`src/rtl/mwb_pkg.sv`:
```
package mwb_pkg;

    localparam int PHY_AW  = 5;
    localparam int REG_AW  = 5;
    localparam int HALF_W  = 16;
    localparam int WORD_W  = 2 * HALF_W;
    localparam int PAGE_W  = 3;
    localparam int MAX_STEPS = 11;
    localparam int IDX_W   = $clog2(MAX_STEPS + 1);

    localparam logic [REG_AW-1:0] REG_PAGE   = 5'd31;
    localparam logic [REG_AW-1:0] REG_MODE   = 5'h10;
    localparam logic [REG_AW-1:0] REG_WA_HI  = 5'h11;
    localparam logic [REG_AW-1:0] REG_WA_LO  = 5'h12;
    localparam logic [REG_AW-1:0] REG_WD_HI  = 5'h13;
    localparam logic [REG_AW-1:0] REG_WD_LO  = 5'h14;
    localparam logic [REG_AW-1:0] REG_RA_HI  = 5'h15;
    localparam logic [REG_AW-1:0] REG_RA_LO  = 5'h16;
    localparam logic [REG_AW-1:0] REG_RD_HI  = 5'h17;
    localparam logic [REG_AW-1:0] REG_RD_LO  = 5'h18;

    localparam logic [PAGE_W-1:0] PAGE_STD    = 3'd0;
    localparam logic [PAGE_W-1:0] PAGE_BRIDGE = 3'd4;

    typedef enum logic [2:0] {
        OP_RD32   = 3'd0,
        OP_WR32   = 3'd1,
        OP_UPD32  = 3'd2,
        OP_PHY_RD = 3'd3,
        OP_PHY_WR = 3'd4
    } op_e;

    typedef struct packed {
        logic              write;
        logic [PHY_AW-1:0] phy;
        logic [REG_AW-1:0] regn;
        logic [HALF_W-1:0] wdata;
        logic              last;
        logic              cap_hi;
        logic              cap_lo;
        logic              page_wr;
    } step_t;

    function automatic logic is_phy_op(input logic [2:0] op);
        return (op == OP_PHY_RD) || (op == OP_PHY_WR);
    endfunction

    function automatic step_t mk_wr(input logic [PHY_AW-1:0] phy,
                                    input logic [REG_AW-1:0] regn,
                                    input logic [HALF_W-1:0] data);
        step_t s;
        s = '0;
        s.write = 1'b1;
        s.phy   = phy;
        s.regn  = regn;
        s.wdata = data;
        return s;
    endfunction

    function automatic step_t mk_rd(input logic [PHY_AW-1:0] phy,
                                    input logic [REG_AW-1:0] regn);
        step_t s;
        s = '0;
        s.phy  = phy;
        s.regn = regn;
        return s;
    endfunction

    function automatic step_t mk_page(input logic [PHY_AW-1:0] phy,
                                      input logic [PAGE_W-1:0] page);
        step_t s;
        s = mk_wr(phy, REG_PAGE, {{(HALF_W-PAGE_W){1'b0}}, page});
        s.page_wr = 1'b1;
        return s;
    endfunction

    function automatic logic [WORD_W-1:0] merge_word(input logic [WORD_W-1:0] old,
                                                     input logic [WORD_W-1:0] mask,
                                                     input logic [WORD_W-1:0] nv);
        return (old & ~mask) | nv;
    endfunction

endpackage

```
`src/rtl/mwb_page_cache.sv`:
```
module mwb_page_cache
    import mwb_pkg::*;
(
    input  logic              clk,
    input  logic              rst,
    input  logic              upd,
    input  logic [PAGE_W-1:0] new_page,
    input  logic [PHY_AW-1:0] probe_phy,
    input  logic [PHY_AW-1:0] sw_addr,
    output logic [PAGE_W-1:0] page_q,
    output logic              restore_req
);

    always_ff @(posedge clk) begin
        if (rst) begin
            page_q <= PAGE_STD;
        end else if (upd) begin
            page_q <= new_page;
        end
    end

    assign restore_req = (probe_phy == sw_addr) && (page_q == PAGE_BRIDGE);

    // only the standard and bridge pages are ever recorded
    p_page_legal_r7: assert property (@(posedge clk) disable iff (rst)
        (page_q == PAGE_STD) || (page_q == PAGE_BRIDGE));

endmodule

```
`src/rtl/mwb_step_gen.sv`:
```
module mwb_step_gen
    import mwb_pkg::*;
(
    input  logic [2:0]        op,
    input  logic [IDX_W-1:0]  idx,
    input  logic [WORD_W-1:0] addr,
    input  logic [WORD_W-1:0] wdata,
    input  logic [WORD_W-1:0] mask,
    input  logic [WORD_W-1:0] rd_word,
    input  logic [PHY_AW-1:0] sw_addr,
    output step_t             step
);

    logic [WORD_W-1:0] merged;
    assign merged = merge_word(rd_word, mask, wdata);

    always_comb begin
        step = '0;
        if (is_phy_op(op)) begin
            if (idx == '0) begin
                step = mk_page(sw_addr, PAGE_STD);
            end else if (op == OP_PHY_WR) begin
                step = mk_wr(addr[PHY_AW+REG_AW-1:REG_AW], addr[REG_AW-1:0], wdata[HALF_W-1:0]);
                step.last = 1'b1;
            end else begin
                step = mk_rd(addr[PHY_AW+REG_AW-1:REG_AW], addr[REG_AW-1:0]);
                step.cap_lo = 1'b1;
                step.last   = 1'b1;
            end
        end else if (op == OP_WR32) begin
            case (idx)
                4'd0:    step = mk_page(sw_addr, PAGE_BRIDGE);
                4'd1:    step = mk_wr(sw_addr, REG_MODE, '0);
                4'd2:    step = mk_wr(sw_addr, REG_WA_HI, addr[WORD_W-1:HALF_W]);
                4'd3:    step = mk_wr(sw_addr, REG_WA_LO, addr[HALF_W-1:0]);
                4'd4:    step = mk_wr(sw_addr, REG_WD_HI, wdata[WORD_W-1:HALF_W]);
                default: begin
                    step = mk_wr(sw_addr, REG_WD_LO, wdata[HALF_W-1:0]);
                    step.last = 1'b1;
                end
            endcase
        end else begin
            case (idx)
                4'd0: step = mk_page(sw_addr, PAGE_BRIDGE);
                4'd1: step = mk_wr(sw_addr, REG_MODE, '0);
                4'd2: step = mk_wr(sw_addr, REG_RA_HI, addr[WORD_W-1:HALF_W]);
                4'd3: step = mk_wr(sw_addr, REG_RA_LO, addr[HALF_W-1:0]);
                4'd4: begin
                    step = mk_rd(sw_addr, REG_RD_HI);
                    step.cap_hi = 1'b1;
                end
                4'd5: begin
                    step = mk_rd(sw_addr, REG_RD_LO);
                    step.cap_lo = 1'b1;
                    step.last   = (op != OP_UPD32);
                end
                4'd6: step = mk_wr(sw_addr, REG_MODE, '0);
                4'd7: step = mk_wr(sw_addr, REG_WA_HI, addr[WORD_W-1:HALF_W]);
                4'd8: step = mk_wr(sw_addr, REG_WA_LO, addr[HALF_W-1:0]);
                4'd9: step = mk_wr(sw_addr, REG_WD_HI, merged[WORD_W-1:HALF_W]);
                default: begin
                    step = mk_wr(sw_addr, REG_WD_LO, merged[HALF_W-1:0]);
                    step.last = 1'b1;
                end
            endcase
        end
    end

endmodule

```
`src/rtl/mgmt_wide_bridge.sv`:
```
module mgmt_wide_bridge
    import mwb_pkg::*;
(
    input  logic              clk,
    input  logic              rst,
    input  logic [PHY_AW-1:0] sw_addr,
    input  logic              req_valid,
    output logic              req_ready,
    input  logic [2:0]        req_op,
    input  logic [WORD_W-1:0] req_addr,
    input  logic [WORD_W-1:0] req_wdata,
    input  logic [WORD_W-1:0] req_mask,
    output logic              rsp_done,
    output logic              rsp_err,
    output logic [WORD_W-1:0] rsp_rdata,
    output logic              mg_valid,
    output logic              mg_write,
    output logic [PHY_AW-1:0] mg_phy,
    output logic [REG_AW-1:0] mg_reg,
    output logic [HALF_W-1:0] mg_wdata,
    input  logic              mg_done,
    input  logic              mg_err,
    input  logic [HALF_W-1:0] mg_rdata
);

    typedef enum logic [1:0] {S_IDLE, S_BUSY, S_RESP} state_e;

    state_e            st;
    logic [2:0]        op_q;
    logic [WORD_W-1:0] addr_q, wdata_q, mask_q, rd_q;
    logic [IDX_W-1:0]  idx_q;
    logic              err_q;
    step_t             step;
    logic [PAGE_W-1:0] page_q;
    logic              restore_req;
    logic              fin;

    mwb_step_gen u_step (
        .op      (op_q),
        .idx     (idx_q),
        .addr    (addr_q),
        .wdata   (wdata_q),
        .mask    (mask_q),
        .rd_word (rd_q),
        .sw_addr (sw_addr),
        .step    (step)
    );

    mwb_page_cache u_page (
        .clk         (clk),
        .rst         (rst),
        .upd         (fin && step.page_wr),
        .new_page    (step.wdata[PAGE_W-1:0]),
        .probe_phy   (req_addr[PHY_AW+REG_AW-1:REG_AW]),
        .sw_addr     (sw_addr),
        .page_q      (page_q),
        .restore_req (restore_req)
    );

    assign fin       = (st == S_BUSY) && mg_done;
    assign req_ready = (st == S_IDLE);
    assign rsp_done  = (st == S_RESP);
    assign rsp_err   = err_q;
    assign rsp_rdata = rd_q;
    assign mg_valid  = (st == S_BUSY);
    assign mg_write  = step.write;
    assign mg_phy    = step.phy;
    assign mg_reg    = step.regn;
    assign mg_wdata  = step.wdata;

    always_ff @(posedge clk) begin
        if (rst) begin
            st      <= S_IDLE;
            op_q    <= '0;
            addr_q  <= '0;
            wdata_q <= '0;
            mask_q  <= '0;
            rd_q    <= '0;
            idx_q   <= '0;
            err_q   <= 1'b0;
        end else begin
            case (st)
                S_IDLE: if (req_valid) begin
                    op_q    <= req_op;
                    addr_q  <= req_addr;
                    wdata_q <= req_wdata;
                    mask_q  <= req_mask;
                    rd_q    <= '0;
                    err_q   <= 1'b0;
                    idx_q   <= (is_phy_op(req_op) && !restore_req) ? IDX_W'(1) : '0;
                    st      <= S_BUSY;
                end
                S_BUSY: if (mg_done) begin
                    if (mg_err) begin
                        err_q <= 1'b1;
                        st    <= S_RESP;
                    end else begin
                        if (step.cap_hi) rd_q[WORD_W-1:HALF_W] <= mg_rdata;
                        if (step.cap_lo) rd_q[HALF_W-1:0]      <= mg_rdata;
                        if (step.last) st <= S_RESP;
                        else           idx_q <= idx_q + 1'b1;
                    end
                end
                default: st <= S_IDLE;
            endcase
        end
    end

    // a wide request opens with the bridge page select at the switch address
    p_page_first_r2: assert property (@(posedge clk) disable iff (rst)
        ($rose(mg_valid) && !is_phy_op(op_q)) |->
        (mg_write && mg_reg == REG_PAGE && mg_phy == sw_addr && mg_wdata == 16'd4));

    // shared-address PHY access with bridge page cached opens with a page-0 write
    p_restore_first_r7: assert property (@(posedge clk) disable iff (rst)
        ($rose(mg_valid) && is_phy_op(op_q) && addr_q[9:5] == sw_addr && page_q == PAGE_BRIDGE) |->
        (mg_write && mg_reg == REG_PAGE && mg_wdata == 16'd0));

    // nothing further is issued after a failed transaction
    p_abort_r6: assert property (@(posedge clk) disable iff (rst)
        (mg_valid && mg_done && mg_err) |=> !mg_valid);

    // transaction fields hold until completion
    p_hold_r10: assert property (@(posedge clk) disable iff (rst)
        (mg_valid && !mg_done) |=> (mg_valid && $stable(mg_reg) && $stable(mg_phy)
                                    && $stable(mg_wdata) && $stable(mg_write)));

    // no request is taken while a transaction is outstanding
    p_busy_r10: assert property (@(posedge clk) disable iff (rst)
        mg_valid |-> !req_ready);

    // completion is a single-cycle pulse
    p_done_pulse_r11: assert property (@(posedge clk) disable iff (rst)
        rsp_done |=> !rsp_done);

endmodule

```
`config.mk`:
```
export PLATFORM = sky130hd
export DESIGN_NAME = mgmt_wide_bridge
export DESIGN_NICKNAME = d
export VERILOG_FILES = /design/src/rtl/mwb_pkg.sv /design/src/rtl/mwb_page_cache.sv /design/src/rtl/mwb_step_gen.sv /design/src/rtl/mgmt_wide_bridge.sv
export SDC_FILE = /design/constraint.sdc
export NUM_CORES = 1
export LEC_CHECK = 0
export ABC_AREA = 1
export BUFFER_PORTS_ARGS = -buffer_cell sky130_fd_sc_hd__buf_2
export CAP_MARGIN = 20
export CELL_PAD_IN_SITES_DETAIL_PLACEMENT = 1
export CELL_PAD_IN_SITES_GLOBAL_PLACEMENT = 1
export CORE_ASPECT_RATIO = 1.25
export CORE_MARGIN = 1
export CORE_UTILIZATION = 40
export CTS_BUF_LIST = sky130_fd_sc_hd__clkbuf_16
export CTS_CLUSTER_DIAMETER = 100
export DETAILED_ROUTE_END_ITERATION = 8
export GPL_TIMING_DRIVEN = 0
export PLACE_DENSITY_LB_ADDON = 0.3
export SLEW_MARGIN = 20
export SYNTH_ARGS = -nofsm -noshare
export SYNTH_HDL_FRONTEND = slang
export SYNTH_SLANG_ARGS = --single-unit
```
`constraint.sdc`:
```
create_clock -name clk -period 3.98 [get_ports clk]
set_input_delay 0 -clock clk [delete_from_list [all_inputs] [get_ports clk]]
set_output_delay 0 -clock clk [all_outputs]
set_load 0.01 [all_outputs]
```
**Word-level counts from Yosys, hierarchy flattened**

Index checks and enable logic that the tools add are counted.
Widths: inputs -> output; s select.

- Register bits after elaboration: 141
- Input bits: 125
- Word-level logic and storage cells: 85

- Add/subtract/negate cells: 1
- Eq/ne operators: 27
- Bitwise gates (word level): 3
- Reduce and logical (&&, ||, !) cells: 17
- Mux-type cells: 27

Operators by type and width:

| kind | count |
|---|---|
| $pmux 31 s9 | 1 |
| $mux 31 | 4 |
| $pmux 24 s5 | 1 |
| $mux 32 | 3 |
| $pmux 32 s2 | 1 |
| $and 32x32->32 | 1 |
| $mux 16 | 2 |
| $not 32->32 | 1 |
| $or 32x32->32 | 1 |
| $eq 4x3->1 const B | 4 |
| $mux 4 | 4 |
| $reduce_and 5->1 | 3 |
| $eq 3x3->1 const B | 3 |
| $eq 4x2->1 const B | 2 |
| $eq 4x4->1 const B | 2 |
| $mux 2 | 4 |
| $ne 2x1->1 const B | 4 |
| $pmux 4 s2 | 1 |
| $eq 3x2->1 const B | 2 |
| $ne 2x2->1 const B | 3 |
| $eq 5x5->1 | 1 |
| $add 4x1->4 const B | 1 |
| $eq 4x1->1 const B | 1 |
| $logic_and 1x1->1 | 4 |
| 17 further kinds | 21 |

**Logic depth before layout (Yosys ltp)**

- Depth after elaboration: 10
- Mapped depth: 15
- Depth with buffers taken out: 14

**Hierarchy**

Synthesis repeated with hierarchy kept, for this count alone.

- Cells, all modules: 1177
- Area total of the unflattened synthesis: 7328.3 µm²

Modules (own cells, without submodules):

| module | area an instance (µm²) | instances | sequential area each (µm²) | cells an instance |
|---|---|---|---|---|
| mgmt_wide_bridge | 5122.4 | 1 | 2762.6 | 679 |
| mwb_step_gen | 1986.9 | 1 | 0.0 | 455 |
| mwb_page_cache | 219.0 | 1 | 60.1 | 43 |

**Worst setup path after synthesis**

OpenSTA, ideal clock, no wires.

- Path kind: reg2reg
- Start: register idx_q[1]
- End: register idx_q[1]
- Slack: 2.202 ns
- Cell stages (with the launch flop): 15
- Clock period less this slack: 1.778 ns
- Data required time: 3.867 ns
- Data arrival time: 1.665 ns
- Setup time: 0.113 ns
- Buffers on the path: 0
- Cells stage by stage: dfxtp_1 inv_1 ha_1 nand3_2 nand3_2 nor2_2 nand2_4 nand2_1 nand2_1 nand2_2 nand2_4 nand2_2 nand2_1 nand2_1 nor2_1

- Longest elaborated chain between the ends: 7
- Elaborated cells between the ends (all ways): 23
- Those cells by class: add/sub: 1; eq/ne: 10; mux: 9; reduce/logical: 3

Ends and longest elaborated chain:

| element | RTL line | text |
|---|---|---|
| from (decl) | mgmt_wide_bridge.sv:31 | `logic [IDX_W-1:0] idx_q;` |
| from (signal assigned) | mgmt_wide_bridge.sv:90 | `idx_q <= (is_phy_op(req_op) && !restore_req) ? IDX_W'(1) : '0;` |
| from (signal assigned) | mgmt_wide_bridge.sv:101 | `else idx_q <= idx_q + 1'b1;` |
| $eq 4x1->1 or $eq 4x3->1 (tied branches) | mwb_step_gen.sv:31, mwb_step_gen.sv:43 |  |
| $reduce_or 2->1 (no line) | n/a |  |
| $pmux 31 s9 | mwb_step_gen.sv:43 | `case (idx)` |
| $mux 31 | mwb_step_gen.sv:30 | `end else if (op == OP_WR32) begin` |
| $mux 31 | mwb_step_gen.sv:19 | `if (is_phy_op(op)) begin` |
| $ne 2x2->1 (no line) | n/a |  |
| $reduce_and 5->1 (no line) | n/a |  |

Parallel ways exist; a longest one is shown, timed or not. The select of a mux whose other input is x is not followed.
A chain may end at the register's enable or synchronous reset.

**Worst setup path in the final report**

- Start: register idx_q[0]
- End: output port mg_wdata[6]

- Longest elaborated chain between the ends: 5
- Elaborated cells between the ends (all ways): 16
- Those cells by class: eq/ne: 9; mux: 5; reduce/logical: 2

Ends and longest elaborated chain:

| element | RTL line | text |
|---|---|---|
| $eq 4x1->1 or $eq 4x3->1 (tied branches) | mwb_step_gen.sv:31, mwb_step_gen.sv:43 |  |
| $reduce_or 2->1 (no line) | n/a |  |
| $pmux 31 s9 | mwb_step_gen.sv:43 |  |
| $mux 31 | mwb_step_gen.sv:30 |  |
| $mux 31 * | mwb_step_gen.sv:19 |  |
| to (decl) | mgmt_wide_bridge.sv:20 | `output logic [HALF_W-1:0] mg_wdata,` |

Mark *: on every way between the ends. The rest lies on a longest branch, timed or not.

==> results.md <==
* Outcome: finished clean
* Clk buf depth at 2
* Switching Share at 39.2%
* CP required at 3.98 ns
* Setup TNS at 0 ns
* Synth Net Count at 1152
* Max-cap viol count at 0
* Chip Width at 120 µm
* Worst Hold End: rsp_rdata[17]$_SDFFE_PP0P_
* Clock share of power at 31.2%
* Total GRT Usage at 40.5%
* Top cell type's share of synthesized area at 40.7%
* Worst setup SP type: register
* Final setup viols at 0
* Post-route worst setup slack at 0.961 ns
* Initial DRT Pass Iterations at 5
* Slew Viols, Final at 0
* Synthesized area at 6940 µm²
* Post-CTS setup buffer count at 0
* Die ar. at 17900 µm²
* Logic pwr share at 35.0%
* Crit-path max FO at 10
* Crit path DAT at 3.02 ns
* Die H at 149 µm
* Synth Warn # at 0
* Leak at 4.41 nW
* Drt wl/cell at 22.7 µm
* Area delta synth->final at 42.4%
* Final hold violations at 0
* Sequential power share at 33.8%
* Number of port buffers at 187
* Largest net degree at the start of global routing at 17
* Final Skew at 0.0100 ns
* Slew HR at 46.6%
* Internal power at 3.18 mW
* Clock Tree Root: clkbuf_16
* Multi-input logic area at 3420 µm²
* Sw power at 2.05 mW
* Final Util at 58.4%
* Hold crit path type: input port to register
* Flop2flop setup slack at 1.51 ns
* Mapped Cells at 1023
* Gpl congestion at 0.954
* Post-cts sizing count at 0
* Post-route ant nets at 0
* Starting Density at 41.0%
* Worst reg2reg startpoint: idx_q[0]$_SDFFE_PP0P_
* H-tree lvl count at 4
* Crit path time final at 3.02 ns
* Share of post-route cells with drive strength above 1 at 19.3%
* HP Start: mg_rdata[1]
* Maximum VDD drop at 0.315 mV
* Worst slew pin tran at 0.802 ns
* Reg-to-reg endpoint: rsp_rdata[27]$_SDFFE_PP0P_
* RSZ-0062 raised after global routing: false
* Synth Register Bits at 141
* Drt drc at 0
* Final period util at 75.9%
* # fillers at 2196
* Total gr overflow at 0
* Number of distinct library cells after synthesis at 37
* Skew-Pair Late Insertion Delay at 0.43 ns
* Core region area at 16900 µm²
* CTS tree: done
* Seq/Total Area, Yosys at 40.7%
* Ant diodes at 0
* Vias at 9057
* Hold-critical path depth at 5
* CTS Sinks at 141
* CP endpoint kind: output pin
* Rows at 53
* Final WL at 35.8 mm
* Nets at 1473
* Overall power at 5.23 mW
* Syn Area/Cell at 6.78 µm²
* Register area at 2820 µm²
* Cts bufs inserted at 17
* Reg2Reg Depth at 11
* WS Path Type: register to output pin
* Initial antenna violation count at 0
* Crit path launch: idx_q[0]$_SDFFE_PP0P_
* Post-DR vias/cell at 5.75
* Setup WS pre-CTS at 1.52 ns
* First-pass GRT wire length at 53.9 mm
* Pwr per Cell Area at 530 nW/µm²
* # IOs at 188
* Vias in the first global route at 9612
* HPWL after DPL at 23.1 mm
* DRT iter0 DRCs at 513
* Area contributors post-synth: dfxtp_1 41%, o21ai_0 12%, a21oi_1 10%
* Fmax at 331 MHz
* Hold_ws at 0.0290 ns
* Cell taking the most area after synthesis: dfxtp_1
* Worst-path clk slew at 0.06 ns
## synthesized netlist by cell type
| master | count |
|---|---|
| a211oi_1 | 1 |
| a21o_1 | 4 |
| a21oi_1 | 140 |
| a22oi_1 | 2 |
| a31oi_1 | 3 |
| a32oi_1 | 2 |
| buf_1 | 2 |
| buf_2 | 10 |
| buf_4 | 2 |
| buf_6 | 2 |
| clkbuf_1 | 39 |
| clkinv_2 | 3 |
| dfxtp_1 | 141 |
| ha_1 | 4 |
| inv_1 | 110 |
| inv_2 | 7 |
| nand2_1 | 140 |
| nand2_2 | 7 |
| nand2_4 | 2 |
| nand3_1 | 19 |
| nand3_2 | 4 |
| nand4_1 | 6 |
| nor2_1 | 129 |
| nor2_2 | 6 |
| nor2_4 | 2 |
| nor3_1 | 12 |
| nor3_4 | 2 |
| nor3b_1 | 1 |
| o211ai_1 | 5 |
| o21ai_0 | 169 |
| o21ai_1 | 17 |
| o22ai_1 | 23 |
| o311ai_0 | 1 |
| o31ai_1 | 2 |
| or2_2 | 1 |
| xnor2_1 | 1 |
| xor2_1 | 2 |
## cell type report
class	instances	share of cell area (%)
Multi-Input combinational cell	707	34.6
Sequential cell	141	28.6
Timing Repair Buffer	302	21.1
Inverter	120	4.60
Clock buffer	17	4.31
Tap cell	220	2.79
Buffer	55	2.44
Clock inverter	13	1.56
## logic make-up (layout without fill, tap and decap cells)
group | after synthesis | count (layout) | synth area share [%]
xor gates and xnor gates | 3 | 3 | 0.379
adders and majority gates | 4 | 4 | 0.722
DFF | 141 | 141 | 40.7
buffers and inverters | 175 | 507 | 10.0
AOI/OAI and AO/OA | 369 | 369 | 27.8
and+or+nand+nor | 331 | 331 | 20.4
## cells in the final DEF (no fill, tap or decap), types with 3 or more instances in the layout
cell type	Yosys	final
a21o_1	4	4
a21oi_1	140	140
a31oi_1	3	3
buf_2	10	197
bufinv_16	0	3
clkbuf_1	39	39
clkbuf_16	0	17
clkinv_2	3	5
clkinv_4	0	4
dfxtp_1	141	141
dlygate4sd3_1	0	115
ha_1	4	4
inv_1	110	112
inv_2	7	7
nand2_1	140	140
nand2_2	7	7
nand3_1	19	19
nand3_2	4	4
nand4_1	6	6
nor2_1	129	129
nor2_2	6	6
nor3_1	12	12
o211ai_1	5	5
o21ai_0	169	169
o21ai_1	17	17
o22ai_1	23	23
## repair_timing
| action | 4_1_cts | 5_1_grt |
|---|---|---|
| hold buffers | 115 | 0 |
| endpoints found under the setup margin | 0 | 0 |
| endpoints found under the hold margin | 132 | 0 |
## through the flow
stage	instances	area (µm²)
2_1_floorplan	1023	6940
3_3_place_gp	1430	8150
3_5_place_dp	1430	8150
4_1_cts	1575	9880
5_1_grt	1575	9880
6_report	1575	9880
## worst max path at each step
stage	to	slack (ns)
2_1_floorplan	idx_q[1]$_SDFFE_PP0P_	2.20
3_3_place_gp	mg_wdata[6]	1.56
3_5_place_dp	mg_wdata[11]	1.52
4_1_cts	mg_wdata[9]	1.02
5_1_grt	mg_wdata[9]	0.79
6_report	mg_wdata[6]	0.96
## sequential cells by signal (all words and copies together), names as in the netlist
register and cells:
addr_q 32, mask_q 32, rsp_rdata 32, wdata_q 32, idx_q 4, op_q 3, u_page.page_q 3, st 2
rsp_err 1
## critical path, cell delays in order (launching register included)
cell	delay, ns
dfxtp_1	0.34
inv_1	0.16
ha_1	0.35
nand3_2	0.24
inv_1	0.25
buf_1	0.48
a21oi_1	0.22
a21oi_1	0.15
o21ai_0	0.11
nand2_1	0.13
buf_2	0.14
## power by group through the flow
| stage | registers, mW | logic [mW] | clock network (mW) |
|---|---|---|---|
| after floorplan | 1.75 | 0.975 | 0 |
| after CTS | 1.75 | 1.74 | 1.61 |
| after global routing | 1.78 | 1.96 | 1.68 |
| final | 1.77 | 1.83 | 1.63 |
| after detailed placement | 1.77 | 1.63 | 0 |
| after global placement | 1.76 | 1.59 | 0 |
## metal layers
| layer | wire [µm] | part of all wire, % | GRT usage (%) | up-vias |
|---|---|---|---|---|
| li1 | - | - | - | 4046 |
| met1 | 13300 | 37 | 43.8 | 4353 |
| met2 | 17900 | 50 | 71.7 | 500 |
| met3 | 2120 | 5.9 | 6.23 | 158 |
| met4 | 2510 | 7.0 | 29.1 | 0 |
| met5 | 0 | 0 | 0 | - |
Power figures use the tool's default switching activity.
